<file path="config.mk">
export PLATFORM = sky130hd
export DESIGN_NAME = gpio_edge_ctrl
export DESIGN_NICKNAME = d
export VERILOG_FILES = /design/src/rtl/gpio_pkg.sv /design/src/rtl/gpio_sync_edge.sv /design/src/rtl/gpio_set_regs.sv /design/src/rtl/gpio_edge_ctrl.sv
export SDC_FILE = /design/constraint.sdc
export NUM_CORES = 1
export LEC_CHECK = 0
export ABC_AREA = 1
export BUFFER_PORTS_ARGS = -buffer_cell sky130_fd_sc_hd__buf_2
export CAP_MARGIN = 20
export CORE_MARGIN = 2
export CORE_UTILIZATION = 50
export CTS_CLUSTER_SIZE = 25
export DETAILED_ROUTE_END_ITERATION = 8
export PLACE_DENSITY = 0.7
export SLEW_MARGIN = 20
export SYNTH_ARGS = -nofsm -noshare
export SYNTH_HDL_FRONTEND = slang
export SYNTH_SLANG_ARGS = --single-unit
</file>
<file path="constraint.sdc">
create_clock -name clk -period 2.6 [get_ports clk]
set_input_delay 0.39 -clock clk [delete_from_list [all_inputs] [get_ports clk]]
set_output_delay 0.39 -clock clk [all_outputs]
set_load 0.03 [all_outputs]
</file>
<file path="src/rtl/gpio_pkg.sv">
package gpio_pkg;

  localparam int SET_BASE    = 'h10;
  localparam int SET_STRIDE  = 'h28;
  localparam int BANK_EN_OFS = 'h08;
  localparam int SET_BYTES   = 40;
  localparam int BANK_PINS   = 16;

  typedef enum logic [3:0] {
    W_DIR      = 4'd0,
    W_OUT      = 4'd1,
    W_SET      = 4'd2,
    W_CLR      = 4'd3,
    W_IN       = 4'd4,
    W_RISE_SET = 4'd5,
    W_RISE_CLR = 4'd6,
    W_FALL_SET = 4'd7,
    W_FALL_CLR = 4'd8,
    W_STAT     = 4'd9
  } word_e;

  function automatic logic [31:0] set_valid_mask(input int npins, input int s);
    logic [31:0] m;
    for (int i = 0; i < 32; i++) m[i] = ((s * 32 + i) < npins);
    return m;
  endfunction

endpackage

</file>
<file path="src/rtl/gpio_sync_edge.sv">
module gpio_sync_edge #(
  parameter int W = 32
) (
  input  logic         clk,
  input  logic         rst_n,
  input  logic [W-1:0] raw,
  output logic [W-1:0] lvl,
  output logic [W-1:0] rise,
  output logic [W-1:0] fall
);
  logic [W-1:0] meta_q, sync_q, prev_q;

  always_ff @(posedge clk or negedge rst_n) begin
    if (!rst_n) begin
      meta_q <= '0;
      sync_q <= '0;
      prev_q <= '0;
    end else begin
      meta_q <= raw;
      sync_q <= meta_q;
      prev_q <= sync_q;
    end
  end

  assign lvl  = sync_q;
  assign rise = sync_q & ~prev_q;
  assign fall = ~sync_q & prev_q;
endmodule

</file>
<file path="src/rtl/gpio_set_regs.sv">
module gpio_set_regs
  import gpio_pkg::*;
#(
  parameter logic [31:0] VALID = 32'hFFFF_FFFF
) (
  input  logic        clk,
  input  logic        rst_n,
  input  logic        wr_en,
  input  logic [3:0]  word,
  input  logic [31:0] wdata,
  input  logic [31:0] lvl,
  input  logic [31:0] rise,
  input  logic [31:0] fall,
  output logic [31:0] rdata,
  output logic [31:0] dir,
  output logic [31:0] out,
  output logic [31:0] status
);
  logic [31:0] rise_en, fall_en;
  logic [31:0] dir_n, out_n, rise_en_n, fall_en_n, status_n;
  logic [31:0] wmask, stat_clr, edge_hit;

  assign wmask = wdata & VALID;

  always_comb begin
    dir_n     = dir;
    out_n     = out;
    rise_en_n = rise_en;
    fall_en_n = fall_en;
    stat_clr  = '0;
    if (wr_en) begin
      case (word)
        W_DIR:      dir_n     = wmask;
        W_SET:      out_n     = out | wmask;
        W_CLR:      out_n     = out & ~wmask;
        W_RISE_SET: rise_en_n = rise_en | wmask;
        W_RISE_CLR: rise_en_n = rise_en & ~wmask;
        W_FALL_SET: fall_en_n = fall_en | wmask;
        W_FALL_CLR: fall_en_n = fall_en & ~wmask;
        W_STAT:     stat_clr  = wmask;
        default:    ;
      endcase
    end
    // a fresh edge wins over a same-cycle clear
    edge_hit = ((rise & rise_en) | (fall & fall_en)) & VALID;
    status_n = (status & ~stat_clr) | edge_hit;
  end

  always_ff @(posedge clk or negedge rst_n) begin
    if (!rst_n) begin
      dir     <= VALID;
      out     <= '0;
      rise_en <= '0;
      fall_en <= '0;
      status  <= '0;
    end else begin
      dir     <= dir_n;
      out     <= out_n;
      rise_en <= rise_en_n;
      fall_en <= fall_en_n;
      status  <= status_n;
    end
  end

  always_comb begin
    case (word)
      W_DIR:                                  rdata = dir;
      W_OUT, W_SET, W_CLR:                    rdata = out;
      W_IN:                                   rdata = lvl & VALID;
      W_RISE_SET, W_RISE_CLR:                 rdata = rise_en;
      W_FALL_SET, W_FALL_CLR:                 rdata = fall_en;
      W_STAT:                                 rdata = status;
      default:                                rdata = '0;
    endcase
  end

  // pins written through the set word are high afterwards
  p_set_drives_high_r4: assert property (@(posedge clk) disable iff (!rst_n)
    (wr_en && word == W_SET) |=> ((out & $past(wmask)) == $past(wmask)));

  // pins written through the clear word are low afterwards
  p_clr_drives_low_r4: assert property (@(posedge clk) disable iff (!rst_n)
    (wr_en && word == W_CLR) |=> ((out & $past(wmask)) == '0));

  // zero bits of a status write never clear anything
  p_w1c_zero_keeps_r8: assert property (@(posedge clk) disable iff (!rst_n)
    (wr_en && word == W_STAT) |=> (($past(status) & ~$past(wdata) & ~status) == '0));

  // a status bit only rises on a pin that was armed
  p_stat_needs_enable_r7: assert property (@(posedge clk) disable iff (!rst_n)
    1'b1 |=> ((status & ~$past(status) & ~$past(rise_en | fall_en)) == '0));
endmodule

</file>
<file path="src/rtl/gpio_edge_ctrl.sv">
module gpio_edge_ctrl
  import gpio_pkg::*;
#(
  parameter int NUM_PINS  = 71,
  parameter int ADDR_W    = 12,
  localparam int NUM_SETS  = (NUM_PINS + 31) / 32,
  localparam int NUM_BANKS = (NUM_PINS + BANK_PINS - 1) / BANK_PINS
) (
  input  logic                 clk,
  input  logic                 rst_n,
  input  logic                 bus_sel,
  input  logic                 bus_wr,
  input  logic [ADDR_W-1:0]    bus_addr,
  input  logic [31:0]          bus_wdata,
  output logic [31:0]          bus_rdata,
  input  logic [NUM_PINS-1:0]  pin_in,
  output logic [NUM_PINS-1:0]  pin_out,
  output logic [NUM_PINS-1:0]  pin_dir_in,
  output logic [NUM_BANKS-1:0] bank_irq
);
  localparam int PAD_W = NUM_SETS * 32;

  logic [PAD_W-1:0] pin_pad, dir_all, out_all, stat_all;
  logic [31:0]      set_rd [NUM_SETS];
  logic [NUM_SETS-1:0] set_hit;
  logic [NUM_BANKS-1:0] bank_en, bank_en_n;
  logic bank_en_hit;
  logic unused_hi;

  assign pin_pad = PAD_W'(pin_in);

  for (genvar s = 0; s < NUM_SETS; s++) begin : g_set
    localparam int BASE = SET_BASE + SET_STRIDE * s;
    logic [ADDR_W-1:0] offs;
    logic [31:0] lvl, rise, fall;

    assign offs       = bus_addr - ADDR_W'(BASE);
    assign set_hit[s] = bus_sel && (bus_addr >= ADDR_W'(BASE)) &&
                        (offs < ADDR_W'(SET_BYTES)) && (bus_addr[1:0] == 2'b00);

    gpio_sync_edge #(.W(32)) u_sync (
      .clk  (clk),
      .rst_n(rst_n),
      .raw  (pin_pad[32*s +: 32]),
      .lvl  (lvl),
      .rise (rise),
      .fall (fall)
    );

    gpio_set_regs #(.VALID(set_valid_mask(NUM_PINS, s))) u_regs (
      .clk   (clk),
      .rst_n (rst_n),
      .wr_en (set_hit[s] && bus_wr),
      .word  (offs[5:2]),
      .wdata (bus_wdata),
      .lvl   (lvl),
      .rise  (rise),
      .fall  (fall),
      .rdata (set_rd[s]),
      .dir   (dir_all[32*s +: 32]),
      .out   (out_all[32*s +: 32]),
      .status(stat_all[32*s +: 32])
    );
  end

  assign bank_en_hit = bus_sel && (bus_addr == ADDR_W'(BANK_EN_OFS));

  always_comb begin
    bank_en_n = bank_en;
    if (bank_en_hit && bus_wr) bank_en_n = bus_wdata[NUM_BANKS-1:0];
  end

  always_ff @(posedge clk or negedge rst_n) begin
    if (!rst_n) bank_en <= '0;
    else        bank_en <= bank_en_n;
  end

  always_comb begin
    bus_rdata = '0;
    if (bank_en_hit) bus_rdata = 32'(bank_en);
    for (int s = 0; s < NUM_SETS; s++)
      if (set_hit[s]) bus_rdata = bus_rdata | set_rd[s];
  end

  for (genvar b = 0; b < NUM_BANKS; b++) begin : g_bank
    assign bank_irq[b] = bank_en[b] & (|stat_all[BANK_PINS*b +: BANK_PINS]);
  end

  assign pin_out    = out_all[NUM_PINS-1:0];
  assign pin_dir_in = dir_all[NUM_PINS-1:0];
  assign unused_hi  = ^{dir_all, out_all, stat_all, bus_wdata};

  // a disabled bank's interrupt output stays low one cycle after it was disabled
  p_bank_gate_r9: assert property (@(posedge clk) disable iff (!rst_n)
    (bank_en_hit && bus_wr && bus_wdata[0] == 1'b0) |=> !bank_irq[0]);
endmodule

</file>
After elaboration in Yosys (flattened, before gate mapping)
Index checks and enable logic that the tools add are counted.
- input bits: 119
- word-level logic and storage cells: 195
- output and inout port bits: 179
- register bits after elaboration: 673
- $lt $le $gt $ge: 6
- $add $sub $neg: 3
- reduce and logical (&&, ||, !) cells: 53
- muxes and demuxes: 22
- equality and inequality tests: 28
- bitwise logic cells: 58
- operator list (kind ; count):
    $and 32x32->32 ; 20
    $pmux 32 s2 ; 9
    $pmux 32 s6 ; 3
    $or 32x32->32 ; 13
    $mux 32 ; 8
    $not 32->32 ; 8
    $or 32x7->32 ; 4
    $reduce_or 16->1 ; 5
    $eq 4x3->1 const B ; 12
    $lt 12x6->1 const B ; 3
    $not 7->32 ; 1
    $and 7x7->7 ; 4
    $eq 4x2->1 const B ; 6
    $eq 4x4->1 const B ; 6
    $reduce_and 2->1 ; 12
    $reduce_bool 2->1 ; 9
    $logic_and 1x1->1 ; 14
    $not 7->7 ; 2
    $eq 12x4->1 const B ; 1
    $eq 4x1->1 const B ; 3
    $ge 12x5->1 const B ; 1
    $ge 12x6->1 const B ; 1
    $ge 12x7->1 const B ; 1
    $logic_not 4->1 ; 3
    other kinds (10) ; 21

Longest topological paths before layout
Gate-level depths: netlist of the first run.
- depth in word-level cells: 10
- mapped depth: 16
- mapped depth without buffers: 14

Modules after synthesis
Synthesis of the first run repeated with hierarchy kept, for this count alone.
- cells, all modules: 3854
- area, all modules: 30441.7 µm²
- modules (own cells, without submodules) (module ; instances ; area each (µm²) ; cells each):
    gpio_set_regs at g_set[0].u_regs ... ; 2 ; 8488.1 ; 1204
    gpio_sync_edge ; 3 ; 2882.8 ; 224
    gpio_set_regs at g_set[2].u_regs ; 1 ; 2751.4 ; 384
    gpio_edge_ctrl ; 1 ; 2065.7 ; 390

Worst setup path before layout of the first run
No wires, ideal clock.
- kind: input to output
- start point: in bus_addr[5]
- end point: out bus_rdata[2]
- required time: 2.210 ns
- setup slack: 0.001 ns
- buffers on the path: 3
- stages: 14
- arrival: 2.209 ns
- path through: buf_2 inv_2 ha_1 nand2_1 nand2_1 nor2_1 nor2_1 nor2_1 nand2_1 nor2_4 buf_4 buf_2 o31ai_1 nand3_1
- longest elaborated chain between the ends: 10
- elaborated cells between the ends (all ways): 69
- those cells by class: 3 x add/sub; 6 x order compare; 28 x eq/ne; 7 x mux; 3 x bitwise; 22 x reduce/logical
- ends and longest elaborated chain (what ; line ; text):
    start: declaration ; gpio_edge_ctrl.sv:13 ; input logic [ADDR_W-1:0] bus_addr,
    parallel branches: the longest is 9 deep, another holds $sub 12x5->12 ; - ;
    $mux 32 * ; gpio_edge_ctrl.sv:82 ; if (set_hit[s]) bus_rdata = bus_rdata | set_rd[s];
    end: declaration ; gpio_edge_ctrl.sv:15 ; output logic [31:0] bus_rdata,
Every way passes the cells marked *.

Worst setup path in the final report of the first run
- start point: in bus_addr[3]
- end point: out bus_rdata[4]
Same word-level chain as after synthesis.

==> flow_summary.json, run 1 <==
{
  "synthTopCellsByArea": "dfrtp_1, nand2_1, inv_1",
  "drtPass1Iterations": 6,
  "status": "complete, but fails checks",
  "ys_types": 39,
  "crit_arrival_ns": 2.23,
  "fin_area_um2": 35800,
  "synthSimpleGateAreaFrac_pct": 25.1,
  "gr-total-overflow": 0,
  "pin_count": 298,
  "pwr-share-seq_pct": 45.3,
  "p_comb_share_pct": 9.2,
  "grt_first_pass_wirelength_um": 147000,
  "dp_cells": 4423,
  "synth-compound-area-share_pct": 9.90,
  "violations": "negative setup slack",
  "fin_tns_setup_ns": -0.0542,
  "place_area_um2": 31300,
  "hold-worst-slack_ns": 0.116,
  "setup_violations": 4,
  "power.share.clock_pct": 45.5,
  "ir_drop_v": 0.000522,
  "synth_fa_ha_area_share_pct": 0.275,
  "grt_pass1_vias": 25699,
  "final.setup.worst_slack_ns": -0.0191,
  "wire_per_inst_um": 20.8,
  "cts_buffer_depth": 3,
  "crit_fanout": 6,
  "synth_area_um2": 27300,
  "die-area_um2": 56500,
  "crit_required_ns": 2.21,
  "fin_crit_sh_pct": 101,
  "p_per_area_nw_per_um2": 568,
  "vias_per_cell": 5.69,
  "internal-power_mw": 15.3,
  "endpoint_kind": "primary output",
  "drtIter0Drc": 2967,
  "leakagePower_nw": 17.7,
  "grt_max_degree": 75,
  "clk_latency_ns": 0.65,
  "tightestPinTransition_ns": 0.666,
  "hold_path.startpoint": "bus_wdata[15]",
  "critPathLaunch": "bus_addr[3]",
  "synth_top_area_share_pct": 46.0,
  "finalHoldViolations": 0,
  "fp.dieH_um": 238,
  "num_vias": 26501,
  "syn_area_per_cell_um2": 8.05,
  "grt_use_total_pct": 33.8,
  "clk_pin_slew_ns": 0.06,
  "synth-seq-area-share_pct": 52.8,
  "ys_ff_latch": 573,
  "cts_tree": "built",
  "max-cap-violations": 0,
  "worstSetupPathType": "in2out",
  "yosysTopAreaCell": "dfrtp_1",
  "synth.net_count": 3520,
  "layoutNonFillerInstCount": 4656,
  "nets": 4032,
  "swShare_pct": 25.0,
  "grt_setup_unrepaired": "yes",
  "post-dp-hpwl_um": 66200,
  "drc": 0,
  "core-area_um2": 53900,
  "root_buffer": "clkbuf_16",
  "wl_um": 96900,
  "die_w_um": 238,
  "cts_inserted_buffers": 60,
  "port_buffers": 297,
  "synth_cells": 3395,
  "synth-xor-area-share_pct": 0.0321,
  "switchingPower_mw": 5.10,
  "place_congestion": 1.01,
  "cp-start-kind": "input port",
  "synth_top_family_by_area": "simple AND/OR/NAND/NOR gates",
  "fin_worst_skew_ns": 0.0210,
  "maxSlewHeadroom_pct": 55.6,
  "antenna_left": 0,
  "core.rowCount": 85,
  "dp_worst_setup_slack_ns": -0.342,
  "hp-class": "in2reg",
  "muxShareOfSynthArea_pct": 0,
  "grt_antenna_before_repair": 1,
  "fmax_ghz": 0.382,
  "slew_viol_final": 0,
  "power_mw": 20.4,
  "synth_warnings": 0,
  "area_delta_synth_final_pct": 31.1,
  "initial_utilization_pct": 50.7,
  "period_needed_ns": 2.62,
  "utilization_pct": 66.4,
  "drive_above_1_share_pct": 23.7,
  "cts_num_sinks": 573,
  "htree_num_levels": 2
}
-- critical path: stages --
cell and delay, ns:
buf_8 0.09, buf_6 0.10, inv_6 0.03, ha_4 0.30
nand2_4 0.07, buf_6 0.12, o21ai_4 0.24, clkbuf_16 0.22
buf_12 0.12, a22oi_2 0.05, nand3b_1 0.16, nand2_4 0.10
nand3_2 0.09, buf_6 0.13
-- power groups by stage --
stage | Sequential (mW) | Clock, mW | Combinational [mW]
final | 9.22 | 9.27 | 1.87
after global routing | 9.23 | 9.75 | 1.99
after CTS | 9.22 | 9.38 | 1.71
after detailed placement | 9.37 | 0 | 1.56
after global placement | 9.37 | 0 | 1.55
after floorplan | 9.34 | 0 | 0.688
-- final cells by class --
| type | count | area (um2) |
|---|---|---|
| clock buffer | 81 | 1700 |
| clock inverter | 33 | 445 |
| inverter | 613 | 2330 |
| sequential | 573 | 14400 |
| multi-input combinational | 1988 | 10300 |
| fill | 4421 | 18100 |
| antenna | 1 | 2.50 |
| tap | 696 | 871 |
| timing repair buffer | 671 | 5700 |
-- cells in the final DEF (no fill, tap or decap), types with 54 or more instances in the layout --
cell and count:
dlygate4sd3_1 72, dfrtp_1 502, nand2_1 813, buf_12 54, clkbuf_16 67, buf_4 219
buf_2 258, a31oi_1 65, inv_1 590, o22ai_1 73, dfstp_2 71, nor3_1 69
o21ai_1 56, nand3_1 248, nand4_1 235, o21ai_0 97
-- worst paths after layout --
path	endpoint	slack, ns	cells after the start
max reg2reg	g_set[2].u_regs.status[3]	1.62	4
max	bus_rdata[4]	-0.02	14
min in group asynchronous	g_set[1].u_sync.lvl[5]	0.31	2
min reg2reg	g_set[0].u_sync.lvl[14]	0.34	0
min	g_set[1].u_regs.dir[15]	0.12	3
max in group asynchronous	g_set[0].u_regs.dir[23]	1.40	4
-- cells in the mapped netlist --
cell type and n:
nand2_1 863, xor2_1 1, a22oi_1 28, nand3_1 267, o21bai_1 29, inv_2 9
dfstp_2 71, buf_2 50, a21oi_1 36, o221ai_1 9, inv_1 601, nand3_2 1
or2_2 1, nor3b_1 1, nand2_2 1, nor4_1 16, a21oi_2 2, o21ai_0 119
nand4_1 235, o21ai_2 1, o211ai_1 8, nor2_1 66, nor2_4 4, dfrtp_1 502
buf_1 38, clkbuf_1 121, o31ai_1 21, a21boi_0 1, a31oi_1 65, o21ai_1 49
nand3b_1 3, nor3_1 70, a41oi_1 4, nor2_2 4, o22ai_1 76, o2111ai_1 1
buf_4 12, clkinv_1 3, ha_1 6
-- what timing repair did --
| action | in CTS | in global routing |
|---|---|---|
| setup endpoints to repair | 33 | 33 |
| resized for setup | 168 | 141 |
| endpoints found under the hold margin | 111 | 0 |
| cloned | 4 | 7 |
| hold buffers | 72 | 0 |
| setup buffers | 16 | 19 |
| pin swaps | 22 | 40 |
-- cells by family after synthesis --
family          count (synthesis)
xor+xnor                        1
simple gates                 1532
flops                         573
compound gates                449
buf+inv                       834
fa+ha+maj                       6
-- routing by layer --
| metal | routed length, um | vias to the layer above | GRT usage [%] |
|---|---|---|---|
| li1 | - | 12069 | - |
| met1 | 36900 | 12612 | 43.3 |
| met2 | 43700 | 1549 | 53.1 |
| met3 | 10900 | 271 | 8.49 |
| met4 | 5310 | 0 | 18.3 |
| met5 | 0 | - | 0 |
No activity file was read; power rests on OpenSTA's default activity.
==> run 2, diff against run 1 <==
==> constraint.sdc (replaced) <==
create_clock -name clk -period 2.6 [get_ports clk]
set_input_delay 0.39 -clock clk [delete_from_list [all_inputs] [get_ports clk]]
set_output_delay 0.39 -clock clk [all_outputs]
set_load 0.005 [all_outputs]
==> run 2 against run 1 <==
  * Core utilization shrank 0.64 points
  * Combinational power shrank 3%
  * Final cell count shrank 0.39%
  * Total power grew 4.0%
  * The run still ends with negative setup slack left
  * Critical path type unchanged
  * Clock skew grew 0.0037 ns
==> flow_summary.json, run 2 (synthesis results as in run 1) <==
{
  "critPathLaunch": "bus_addr[6]",
  "grt_first_pass_wirelength_um": 145000,
  "pin_count": 298,
  "use_met1_pct": 44.8,
  "violations": "negative setup slack",
  "layoutNonFillerInstCount": 4638,
  "hold-worst-slack_ns": 0.119,
  "hold_path.startpoint": "bus_wdata[4]",
  "rr_endpoint": "g_set[0].u_regs.status[29]",
  "core-area_um2": 53900,
  "area_delta_synth_final_pct": 29.8,
  "holdPathStages": 3,
  "cp-start-kind": "input port",
  "status": "complete, but fails checks",
  "cts_inserted_buffers": 61,
  "num_vias": 26517,
  "root_buffer": "clkbuf_16",
  "post-dp-hpwl_um": 65700,
  "drtIter0Drc": 3152,
  "r2r_start": "g_set[0].u_sync.lvl[29]",
  "p_comb_share_pct": 8.6,
  "crit_arrival_ns": 2.23,
  "final.setup.worst_slack_ns": -0.0240,
  "grt_use_met3_pct": 6.89,
  "endpoint_kind": "primary output",
  "tightestPinTransition_ns": 0.790,
  "dp_worst_setup_slack_ns": -0.254,
  "place_congestion": 1.01,
  "grt_antenna_before_repair": 5,
  "wl_um": 98200,
  "clk_latency_ns": 0.65,
  "drc": 0,
  "cts_tree": "built",
  "grt_use_total_pct": 33.7,
  "slew_viol_final": 0,
  "maxSlewHeadroom_pct": 47.3,
  "crit_required_ns": 2.21,
  "dp_cells": 4400,
  "final_common_cell": "nand2_1",
  "power.share.clock_pct": 47.8,
  "die-area_um2": 56500,
  "place_area_um2": 31100,
  "antenna_left": 0,
  "ff2ff_setup_slack_ns": 1.66,
  "fp.dieH_um": 238,
  "fill_cells": 4550,
  "setup_violations": 8,
  "nets": 4012,
  "fin_crit_sh_pct": 101,
  "fin_area_um2": 35500,
  "internal-power_mw": 15.9,
  "wire_per_inst_um": 21.2,
  "power_mw": 21.2,
  "fin_tns_setup_ns": -0.116,
  "final_cell_mix": "nand2_1, inv_1, dfrtp_1",
  "grt_max_degree": 73,
  "vias_per_cell": 5.72,
  "fmax_ghz": 0.381,
  "period_needed_ns": 2.62,
  "worstSetupPathType": "in2out",
  "crit_fanout": 7,
  "p_per_area_nw_per_um2": 597,
  "hold-path-endpoint": "g_set[1].u_regs.dir[4]",
  "gr-total-overflow": 0,
  "leakagePower_nw": 17.6,
  "finalHoldViolations": 0,
  "pwr-share-seq_pct": 43.5,
  "htree_num_levels": 2,
  "port_buffers": 297,
  "grt_pass1_vias": 24578,
  "hp-class": "in2reg",
  "busiest_layer": "met2",
  "grt_setup_unrepaired": "yes",
  "swShare_pct": 24.7,
  "switchingPower_mw": 5.22,
  "die_w_um": 238,
  "clk_pin_slew_ns": 0.06,
  "utilization_pct": 65.8,
  "initial_utilization_pct": 50.7,
  "max-cap-violations": 0,
  "reg2reg_depth": 4,
  "fin_worst_skew_ns": 0.0247,
  "ir_drop_v": 0.000502,
  "drive_above_1_share_pct": 22.5,
  "use_met2_pct": 52.5,
  "core.rowCount": 85,
  "cts_buffer_depth": 3,
  "drtPass1Iterations": 6,
  "cts_num_sinks": 573
}
run 2: changes by cell type in the layout (fill, tap and decap cells not counted), sizes merged:
cell      previous run  this run
clkbuf              88        85
inv                611       613
bufinv               9        16
diode                1         2
buf                591       568
clkinvlp             8         6
run 2: worst max-delay path by stage:
| stage | to | slack (ns) | cells after the start |
|---|---|---|---|
| after floorplan | bus_rdata[4] | 0.17 | 13 |
| after global placement | bus_rdata[28] | -0.25 | 15 |
| after detailed placement | bus_rdata[28] | -0.25 | 15 |
| after CTS | bus_rdata[24] | -0.06 | 15 |
| after global routing | bus_rdata[1] | -0.08 | 15 |
| final | bus_rdata[25] | -0.02 | 15 |
run 2: repair_timing:
action | 4_1_cts | 5_1_grt
hold buffers | 72 | 0
endpoints found under the hold margin | 109 | 0
cloned | 3 | 10
setup buffers | 4 | 34
resized for setup | 54 | 143
setup endpoints to repair | 33 | 32
pin swaps | 10 | 47
run 2: critical path, stage by stage:
cell       delay, ns
buf_4           0.11
buf_4           0.15
nor2_4          0.06
buf_4           0.14
nand2_1         0.05
nor2_1          0.04
nor2_1          0.23
nand3_2         0.13
nor2_4          0.14
buf_12          0.17
clkbuf_16       0.17
o31ai_1         0.08
buf_4           0.15
nand2_1         0.09
buf_2           0.13
run 2: cell type report:
cell class / count / area, um2 / share of cell area [%]
inverter: 613 / 2320 / 6.55
clock buffer: 76 / 1680 / 4.75
multi-input combinational: 1988 / 10200 / 28.7
clock inverter: 40 / 669 / 1.89
antenna: 2 / 5.00 / 0.0141
sequential: 573 / 14400 / 40.7
timing repair buffer: 650 / 5310 / 15.0
tap: 696 / 871 / 2.46
run 2: power groups by stage:
| stage | Sequential, mW | Clock, mW | Combinational, mW |
|---|---|---|---|
| 2_1_floorplan | 9.32 | 0 | 0.685 |
| 3_3_place_gp | 9.37 | 0 | 1.53 |
| 3_5_place_dp | 9.37 | 0 | 1.53 |
| 4_1_cts | 9.22 | 10.2 | 1.66 |
| 5_1_grt | 9.23 | 10.6 | 1.94 |
| 6_report | 9.22 | 10.1 | 1.82 |
run 2: per-layer routing:
metal	vias up	wire length, um
li1	12042	-
met1	12645	38100
met2	1581	44100
met3	249	11100
met4	0	4900
met5	-	0
